`config.mk`:
```
export PLATFORM = sky130hd
export DESIGN_NAME = irq_bank_ctrl
export DESIGN_NICKNAME = d
export VERILOG_FILES = /design/src/rtl/irq_bank_pkg.sv /design/src/rtl/irq_enable_reg.sv /design/src/rtl/irq_mask_bank.sv /design/src/rtl/irq_status_word.sv /design/src/rtl/irq_bank_ctrl.sv
export SDC_FILE = /design/constraint.sdc
export NUM_CORES = 1
export LEC_CHECK = 0
export ABC_AREA = 1
export ABC_CLOCK_PERIOD_IN_PS = 1200
export BUFFER_PORTS_ARGS = -buffer_cell sky130_fd_sc_hd__clkbuf_2
export CORE_MARGIN = 4
export CORE_UTILIZATION = 48
export DETAILED_ROUTE_END_ITERATION = 12
export GPL_TIMING_DRIVEN = 0
export PLACE_DENSITY_LB_ADDON = 0.25
export SLEW_MARGIN = 0
export SYNTH_ARGS = -nofsm -noshare
export SYNTH_HDL_FRONTEND = slang
export SYNTH_SLANG_ARGS = --single-unit
```
`constraint.sdc`:
```
create_clock -name clk -period 1.2 [get_ports clk]
set_clock_uncertainty 0.2 [all_clocks]
set_input_delay 0.12 -clock clk [delete_from_list [all_inputs] [get_ports clk]]
set_output_delay 0.12 -clock clk [all_outputs]
set_load 0.02 [all_outputs]
```
`src/rtl/irq_bank_pkg.sv`:
```
`timescale 1ns/1ps
package irq_bank_pkg;
    localparam int ADDR_W    = 6;
    localparam int IDX_W     = ADDR_W - 2;
    localparam int BUS_W     = 32;
    localparam int BANK_W    = 32;
    localparam int NUM_BANKS = 2;
    localparam int LINES     = NUM_BANKS * BANK_W;
    localparam int BASIC_W   = 8;
    localparam int FIQ_W     = 8;
    localparam int NUM_SC    = 11;
    localparam int SUM_LSB   = BASIC_W;
    localparam int SC_LSB    = SUM_LSB + NUM_BANKS;

    // word index = byte address >> 2
    typedef enum logic [IDX_W-1:0] {
        REG_STATUS = 4'd0,
        REG_PEND0  = 4'd1,
        REG_PEND1  = 4'd2,
        REG_FIQ    = 4'd3,
        REG_EN0    = 4'd4,
        REG_EN1    = 4'd5,
        REG_ENL    = 4'd6,
        REG_DIS0   = 4'd7,
        REG_DIS1   = 4'd8,
        REG_DISL   = 4'd9
    } reg_idx_e;

    // peripheral line mirrored into status bit SC_LSB + k
    function automatic int sc_line(input int k);
        case (k)
            0:       return 7;
            1:       return 9;
            2:       return 10;
            3:       return 18;
            4:       return 19;
            5:       return 53;
            6:       return 54;
            7:       return 55;
            8:       return 56;
            9:       return 57;
            10:      return 62;
            default: return 0;
        endcase
    endfunction
endpackage

```
`src/rtl/irq_enable_reg.sv`:
```
`timescale 1ns/1ps
module irq_enable_reg #(
    parameter int W = 32
) (
    input  logic         clk,
    input  logic         rst_n,
    input  logic         set_we,
    input  logic         clr_we,
    input  logic [W-1:0] wdata,
    output logic [W-1:0] en_o
);
    typedef struct packed {
        logic [W-1:0] en;
    } en_state_t;

    en_state_t st_d, st_q;

    always_comb begin
        st_d = st_q;
        if (set_we) st_d.en = st_q.en | wdata;
        if (clr_we) st_d.en = st_d.en & ~wdata;
    end

    always_ff @(posedge clk or negedge rst_n) begin
        if (!rst_n) st_q <= '0;
        else        st_q <= st_d;
    end

    assign en_o = st_q.en;
endmodule

```
`src/rtl/irq_mask_bank.sv`:
```
`timescale 1ns/1ps
module irq_mask_bank #(
    parameter int W = 32
) (
    input  logic [W-1:0] raw,
    input  logic [W-1:0] en,
    output logic [W-1:0] pend,
    output logic         any
);
    assign pend = raw & en;
    assign any  = |pend;
endmodule

```
`src/rtl/irq_status_word.sv`:
```
`timescale 1ns/1ps
module irq_status_word
    import irq_bank_pkg::*;
(
    input  logic [BASIC_W-1:0]   local_pend,
    input  logic [NUM_BANKS-1:0] bank_any,
    input  logic [NUM_SC-1:0]    sc_pend,
    output logic [BUS_W-1:0]     word
);
    localparam int USED = SC_LSB + NUM_SC;
    logic [USED-1:0] packed_bits;

    assign packed_bits = {sc_pend, bank_any, local_pend};
    assign word        = BUS_W'(packed_bits);
endmodule

```
`src/rtl/irq_bank_ctrl.sv`:
```
`timescale 1ns/1ps
module irq_bank_ctrl
    import irq_bank_pkg::*;
(
    input  logic              clk,
    input  logic              rst_n,
    input  logic [ADDR_W-1:0] bus_addr,
    input  logic              bus_wr,
    input  logic [BUS_W-1:0]  bus_wdata,
    output logic [BUS_W-1:0]  bus_rdata,
    input  logic [LINES-1:0]  periph_irq,
    input  logic [BASIC_W-1:0] local_irq,
    output logic              irq_o
);
    typedef struct packed {
        logic [FIQ_W-1:0] fiq;
    } ctl_t;

    logic                                aligned;
    logic                                wr_hit;
    reg_idx_e                            widx;
    logic [NUM_BANKS-1:0]                set_bank, clr_bank;
    logic [NUM_BANKS-1:0][BANK_W-1:0]    en_bank;
    logic [NUM_BANKS-1:0][BANK_W-1:0]    pend_bank;
    logic [NUM_BANKS-1:0]                any_bank;
    logic [BASIC_W-1:0]                  en_local, pend_local;
    logic                                any_local;
    logic [NUM_SC-1:0]                   sc_pend;
    logic [BUS_W-1:0]                    status_word;
    ctl_t                                ctl_d, ctl_q;

    assign aligned = (bus_addr[1:0] == 2'b00);
    assign wr_hit  = bus_wr && aligned;
    assign widx    = reg_idx_e'(bus_addr[ADDR_W-1:2]);

    for (genvar b = 0; b < NUM_BANKS; b++) begin : g_bank
        assign set_bank[b] = wr_hit &&
            (bus_addr[ADDR_W-1:2] == IDX_W'(int'(REG_EN0) + b));
        assign clr_bank[b] = wr_hit &&
            (bus_addr[ADDR_W-1:2] == IDX_W'(int'(REG_DIS0) + b));

        irq_enable_reg #(.W(BANK_W)) u_en (
            .clk    (clk),
            .rst_n  (rst_n),
            .set_we (set_bank[b]),
            .clr_we (clr_bank[b]),
            .wdata  (bus_wdata[BANK_W-1:0]),
            .en_o   (en_bank[b])
        );

        irq_mask_bank #(.W(BANK_W)) u_mask (
            .raw  (periph_irq[b*BANK_W +: BANK_W]),
            .en   (en_bank[b]),
            .pend (pend_bank[b]),
            .any  (any_bank[b])
        );
    end

    irq_enable_reg #(.W(BASIC_W)) u_en_local (
        .clk    (clk),
        .rst_n  (rst_n),
        .set_we (wr_hit && widx == REG_ENL),
        .clr_we (wr_hit && widx == REG_DISL),
        .wdata  (bus_wdata[BASIC_W-1:0]),
        .en_o   (en_local)
    );

    irq_mask_bank #(.W(BASIC_W)) u_mask_local (
        .raw  (local_irq),
        .en   (en_local),
        .pend (pend_local),
        .any  (any_local)
    );

    for (genvar k = 0; k < NUM_SC; k++) begin : g_sc
        localparam int LN = sc_line(k);
        assign sc_pend[k] = pend_bank[LN / BANK_W][LN % BANK_W];
    end

    irq_status_word u_status (
        .local_pend (pend_local),
        .bank_any   (any_bank),
        .sc_pend    (sc_pend),
        .word       (status_word)
    );

    always_comb begin
        ctl_d = ctl_q;
        if (wr_hit && widx == REG_FIQ) ctl_d.fiq = bus_wdata[FIQ_W-1:0];
    end

    always_ff @(posedge clk or negedge rst_n) begin
        if (!rst_n) ctl_q <= '0;
        else        ctl_q <= ctl_d;
    end

    always_comb begin
        bus_rdata = '0;
        if (aligned) begin
            case (widx)
                REG_STATUS:        bus_rdata = status_word;
                REG_PEND0:         bus_rdata = pend_bank[0];
                REG_PEND1:         bus_rdata = pend_bank[1];
                REG_FIQ:           bus_rdata = BUS_W'(ctl_q.fiq);
                REG_EN0, REG_DIS0: bus_rdata = en_bank[0];
                REG_EN1, REG_DIS1: bus_rdata = en_bank[1];
                REG_ENL, REG_DISL: bus_rdata = BUS_W'(en_local);
                default:           bus_rdata = '0;
            endcase
        end
    end

    assign irq_o = (|any_bank) | any_local;
endmodule

```
==> run metrics, run 1 <==
YS warnings=0; global placement routability congestion=0.943; status=stopped before the end; type of pin the worst path ends at=output port; Syn Inst Count=730; Core Rows=37; failing step=5_1_grt; Net Count, Synth=843; Yosys cell types=25; TritonCTS buffer count=9; # clock sinks=80; Tot GR Track Use=0.891; starting density of the core=0.492; clk buf depth=2; io pins=approximately 150; Die X=111 um; synthesized area per cell=a little under 7 sq um; Syn Std Cell Area=approximately 5100 sq um; global route overflow=578; Port Buf Inserts=145; register area share after synthesis=0.396; Placed Cells=1012; largest net degree at the start of global routing=42; Die Span Y=111 um; H-tree Lvls=3; GR repair worst EP=bus_rdata[8]; Run Error=[ERROR GRT-0232] Routing congestion too high. Check the congestion heatmap in the GUI.; detailed placement HPWL=around 14 mm; cell chosen for the clock root=clkbuf_8; Yosys reg bits=80
-- synthesized netlist by cell type --
cell	number	area, sq um
buf_4	2	15.0
a21oi_1	13	65.1
nor2_1	59	221
o211ai_1	3	22.5
inv_1	82	308
buf_2	17	85.1
o21ai_1	6	30.0
nand2_2	1	6.26
a22oi_1	56	420
clkbuf_1	8	30.0
a2bb2oi_1	16	140
o22ai_1	27	169
nor3_1	22	110
buf_1	1	3.75
inv_2	2	7.51
dfrtp_1	80	2000
nand4_1	13	81.3
nand3_2	1	10.0
nor2_2	4	25.0
nor3_2	2	20.0
nand2_1	253	950
nand3_1	26	130
nor2_4	3	33.8
o21ai_0	32	160
o21ai_2	1	8.76
-- cells by family after synthesis --
logic type | synth area share
simple gates | 0.314
flops | 0.396
buf+inv | 0.0889
compound gates | 0.201
-- through the flow --
stage          area [sq um]   util  setup TNS [ns]  setup slack (ns)  hold slack, ns
4_1_cts                8690  0.846          -26.83            -0.796          -0.404
3_5_place_dp           6210  0.604          -63.22            -0.907         -0.0189
3_3_place_gp           6190  0.602         -146.33             -1.09           0.160
2_1_floorplan          5290      -           -7.18            -0.181          -0.376
-- routing by layer --
layer  global-route usage  GRT overflow
met5                0.125             2
met4                0.998           160
met3                0.690             6
met2                 1.11           407
met1                0.846             3
-- timing repair --
action	4_1_cts
hold buffers	33
hold endpoints to repair	118
endpoints found under the setup margin	109
setup buffers	71
pin swaps	84
resized for setup	273
gates cloned	12
==> run 2, diff against run 1 <==
Settings changed: ABC_CLOCK_PERIOD_IN_PS 1200 to 1560, CORE_UTILIZATION 48 to 40, PLACE_DENSITY_LB_ADDON 0.25 to 0.15.
Clock period 1.2 ns to 1.56 ns, I/O delays scaled along.
==> run metrics, run 2 <==
status=complete, but fails checks (was stopped before the end); failing checks=setup timing; Final Hold Viols=0; Yosys cell types=25 (unchanged); Area Overhead vs Synth=71.1%; Port Buf Inserts=145 (unchanged); Post-DRT Antenna Nets=0; Power Density=770 nW/um^2; Max Clk Rate=449 MHz; Worst-Skew Late Latency=approximately 0.35 ns; reg2reg path depth=4; max-slew violations=0; cell chosen for the clock root=clkbuf_16 (was clkbuf_8); Core Rows=40 (was 37); global route overflow=0; Post-synth EDFFs=0 (unchanged); max_slew headroom=0.735; Syn Inst Count=730 (unchanged); VDD IR-drop max=534 uV; crit path time final=2.23 ns; Tot GR Track Use=0.296; n_diodes=0; commonest cells after routing, fill and taps aside=206 x nand2_1, 110 x clkbuf_2, 80 x dfrtp_1, 76 x inv_1, 56 x a22oi_1; vias in the first global route=between 6000 and 7000; CP Max Fanout=3; R2R setup slack=0.49 ns; synthesized area per cell=6.92 sq um (unchanged); Synth Area in XOR/XNOR=0 (unchanged); register area share after synthesis=0.396 (unchanged); CP endpoint kind=output port; min-delay worst type=in -> async; Final period util=1.43; Placed Cells=1044 (was 1012); # clock sinks=80 (unchanged); required time of the critical path=1.20 ns; WP depth=9; crit-path most repeated cell=nand2_1; H-tree Lvls=3 (unchanged); Least-Margin Pin Slew=0.395 ns; cell taking the most area after synthesis=dfrtp_1 (unchanged); clk buf depth=2 (unchanged); YS warnings=0 (unchanged); die area=approximately 14000 sq um; slowest stage cell, crit path=dfrtp_1; largest family of logic cells by synthesized area=simple AND/OR/NAND/NOR gates (unchanged); largest net degree at the start of global routing=58; post-synthesis adder-cell area fraction=0 (unchanged); post-synthesis simple-gate area fraction=0.314 (unchanged); TritonCTS buffer count=9 (unchanged); CTS tree=yes; Top FF cell, synth=dfrtp_1 (unchanged); CP max stage delay=0.40 ns; delay-heaviest family, CP=simple AND/OR/NAND/NOR gates; Commonest cells post-synth=253 x nand2_1, 82 x inv_1, 80 x dfrtp_1 (unchanged); Final setup viols=33; Layout fillers=924; CP arrival=1.87 ns; Finished Layout Cells=around 1200; Net Count, Synth=843 (unchanged); Die X=120 um (was 111 um); total wire length=around 23 mm; initial antenna violation count=0; detailed placement HPWL=13.9 mm (about the same); io pins=146 (unchanged); DRC=0; first-pass GRT wire length=33.0 mm; nets=1104; DRT Pass-1 Iters=5; unrepaired setup endpoints after global routing=yes; fin worst setup slack=-0.666 ns; fraction of registers with async set/reset=1.00 (unchanged); top-area cell type share of the netlist area=0.396 (unchanged); starting density of the core=0.414 (was 0.492); Yosys reg bits=80 (unchanged); Critical path buffers and inverters=1; DRT iter0 DRCs=733; Die Span Y=120 um (was 111 um); via/cell ratio=5.67; Compound-Gate Fraction of Synth Area=0.201 (unchanged); count leader, synth=nand2_1 (unchanged); DR WL/cell=19.7 um; Max Cap Viol=0; Pleak=between 0.004 and 0.005 uW; Synth area leaders=dfrtp_1 40%, nand2_1 19%, a22oi_1 8.3% (unchanged); DR vias=6600; worst path cell trace=nand2_1 > nand2_1 > nor2_1 > nand2_1 > nor2_1 > nand2_1 > nor2_1 > nand3_1 > clkbuf_8; most common cell after layout, fill and taps aside=nand2_1; global placement routability congestion=0.905 (was 0.943); share of layout cells above drive strength 1=0.424; WS Path Type=reg -> out; CP startpoint kind=register; core area=12200 sq um; multiplexer share of the synthesized area=0 (unchanged); Hold Slack=0.0914 ns; Clock transition at path regs=0.06 ns; Syn Std Cell Area=5050 sq um (unchanged)
## run 2: cell counts after synthesis
Identical to the previous run, type by type.
## run 2: worst register-to-register path, stage by stage, from the launching register on
cell,delay [ns]
dfrtp_1,0.41
buf_6,0.13
buf_6,0.10
inv_1,0.04
a22oi_1,0.06
## run 2: logic make-up after synthesis
| kind of cell | after synthesis |
|---|---|
| DFF | 80 |
| buffers and inverters | 112 |
| and+or+nand+nor | 384 |
| AOI/OAI and AO/OA | 154 |
## run 2: cell type report
| type | instances | area, sq um | share of cell area |
|---|---|---|---|
| buffer | 26 | 243 | 0.0281 |
| clock buffer | 13 | 240 | 0.0278 |
| clock inverter | 3 | 42.5 | 0.00492 |
| inverter | 84 | 343 | 0.0396 |
| multi-input combinational | 539 | 3350 | 0.388 |
| sequential | 80 | 2000 | 0.231 |
| tap | 168 | 210 | 0.0243 |
| timing repair buffer | 251 | 2210 | 0.256 |
## run 2: power breakdown
group / internal (uW) / switching (uW)
Combinational: 894 / 1050
Sequential: 2350 / 223
Clock: 1240 / 904
## run 2: metrics by stage
stage | setup TNS, ns | setup WS, ns | total power (uW) | area (sq um) | util
2_1_floorplan | 0 | 0.0215 | 3250 | 5120 | -
3_3_place_gp | -111.16 | -0.833 | 3750 | 6060 | 0.496
3_5_place_dp | -46.51 | -0.725 | 3790 | 6090 | 0.498
4_1_cts | -6.69 | -0.465 | 6370 | 8080 | 0.662
5_1_grt | -10.22 | -0.690 | 6920 | 8650 | 0.708
6_report | -8.08 | -0.666 | 6660 | 8650 | 0.708
## run 2: worst max path at each step
stage / startpoint / slack [ns] / end
after floorplan: bus_addr[3] / 0.02 / bus_rdata[4]
after global placement: rst_n / -0.83 / asynchronous set/reset pin
after detailed placement: bus_addr[4] / -0.72 / bus_rdata[9]
after CTS: register / -0.46 / irq_o
after global routing: register / -0.69 / irq_o
final: register / -0.67 / irq_o
## run 2: timing repair
item                                    4_1_cts  5_1_grt
pin swaps                                    63       66
gates cloned                                  8        0
setup buffers                                47       23
hold buffers                                 33        0
endpoints found under the setup margin       71       84
endpoints found under the hold margin       160        0
resized for setup                           242      123
## run 2: metal layers
metal  vias to the layer above  share of wire  wire length (um)  track usage
met5                         -              0                 0            0
met4                         0          0.040               923        0.157
met3                        82           0.10              2350       0.0650
met2                       448           0.49             11200        0.492
met1                      3105           0.37              8490        0.357
li1                       2965              -                 -            -
(Power assumes the default switching activity.)
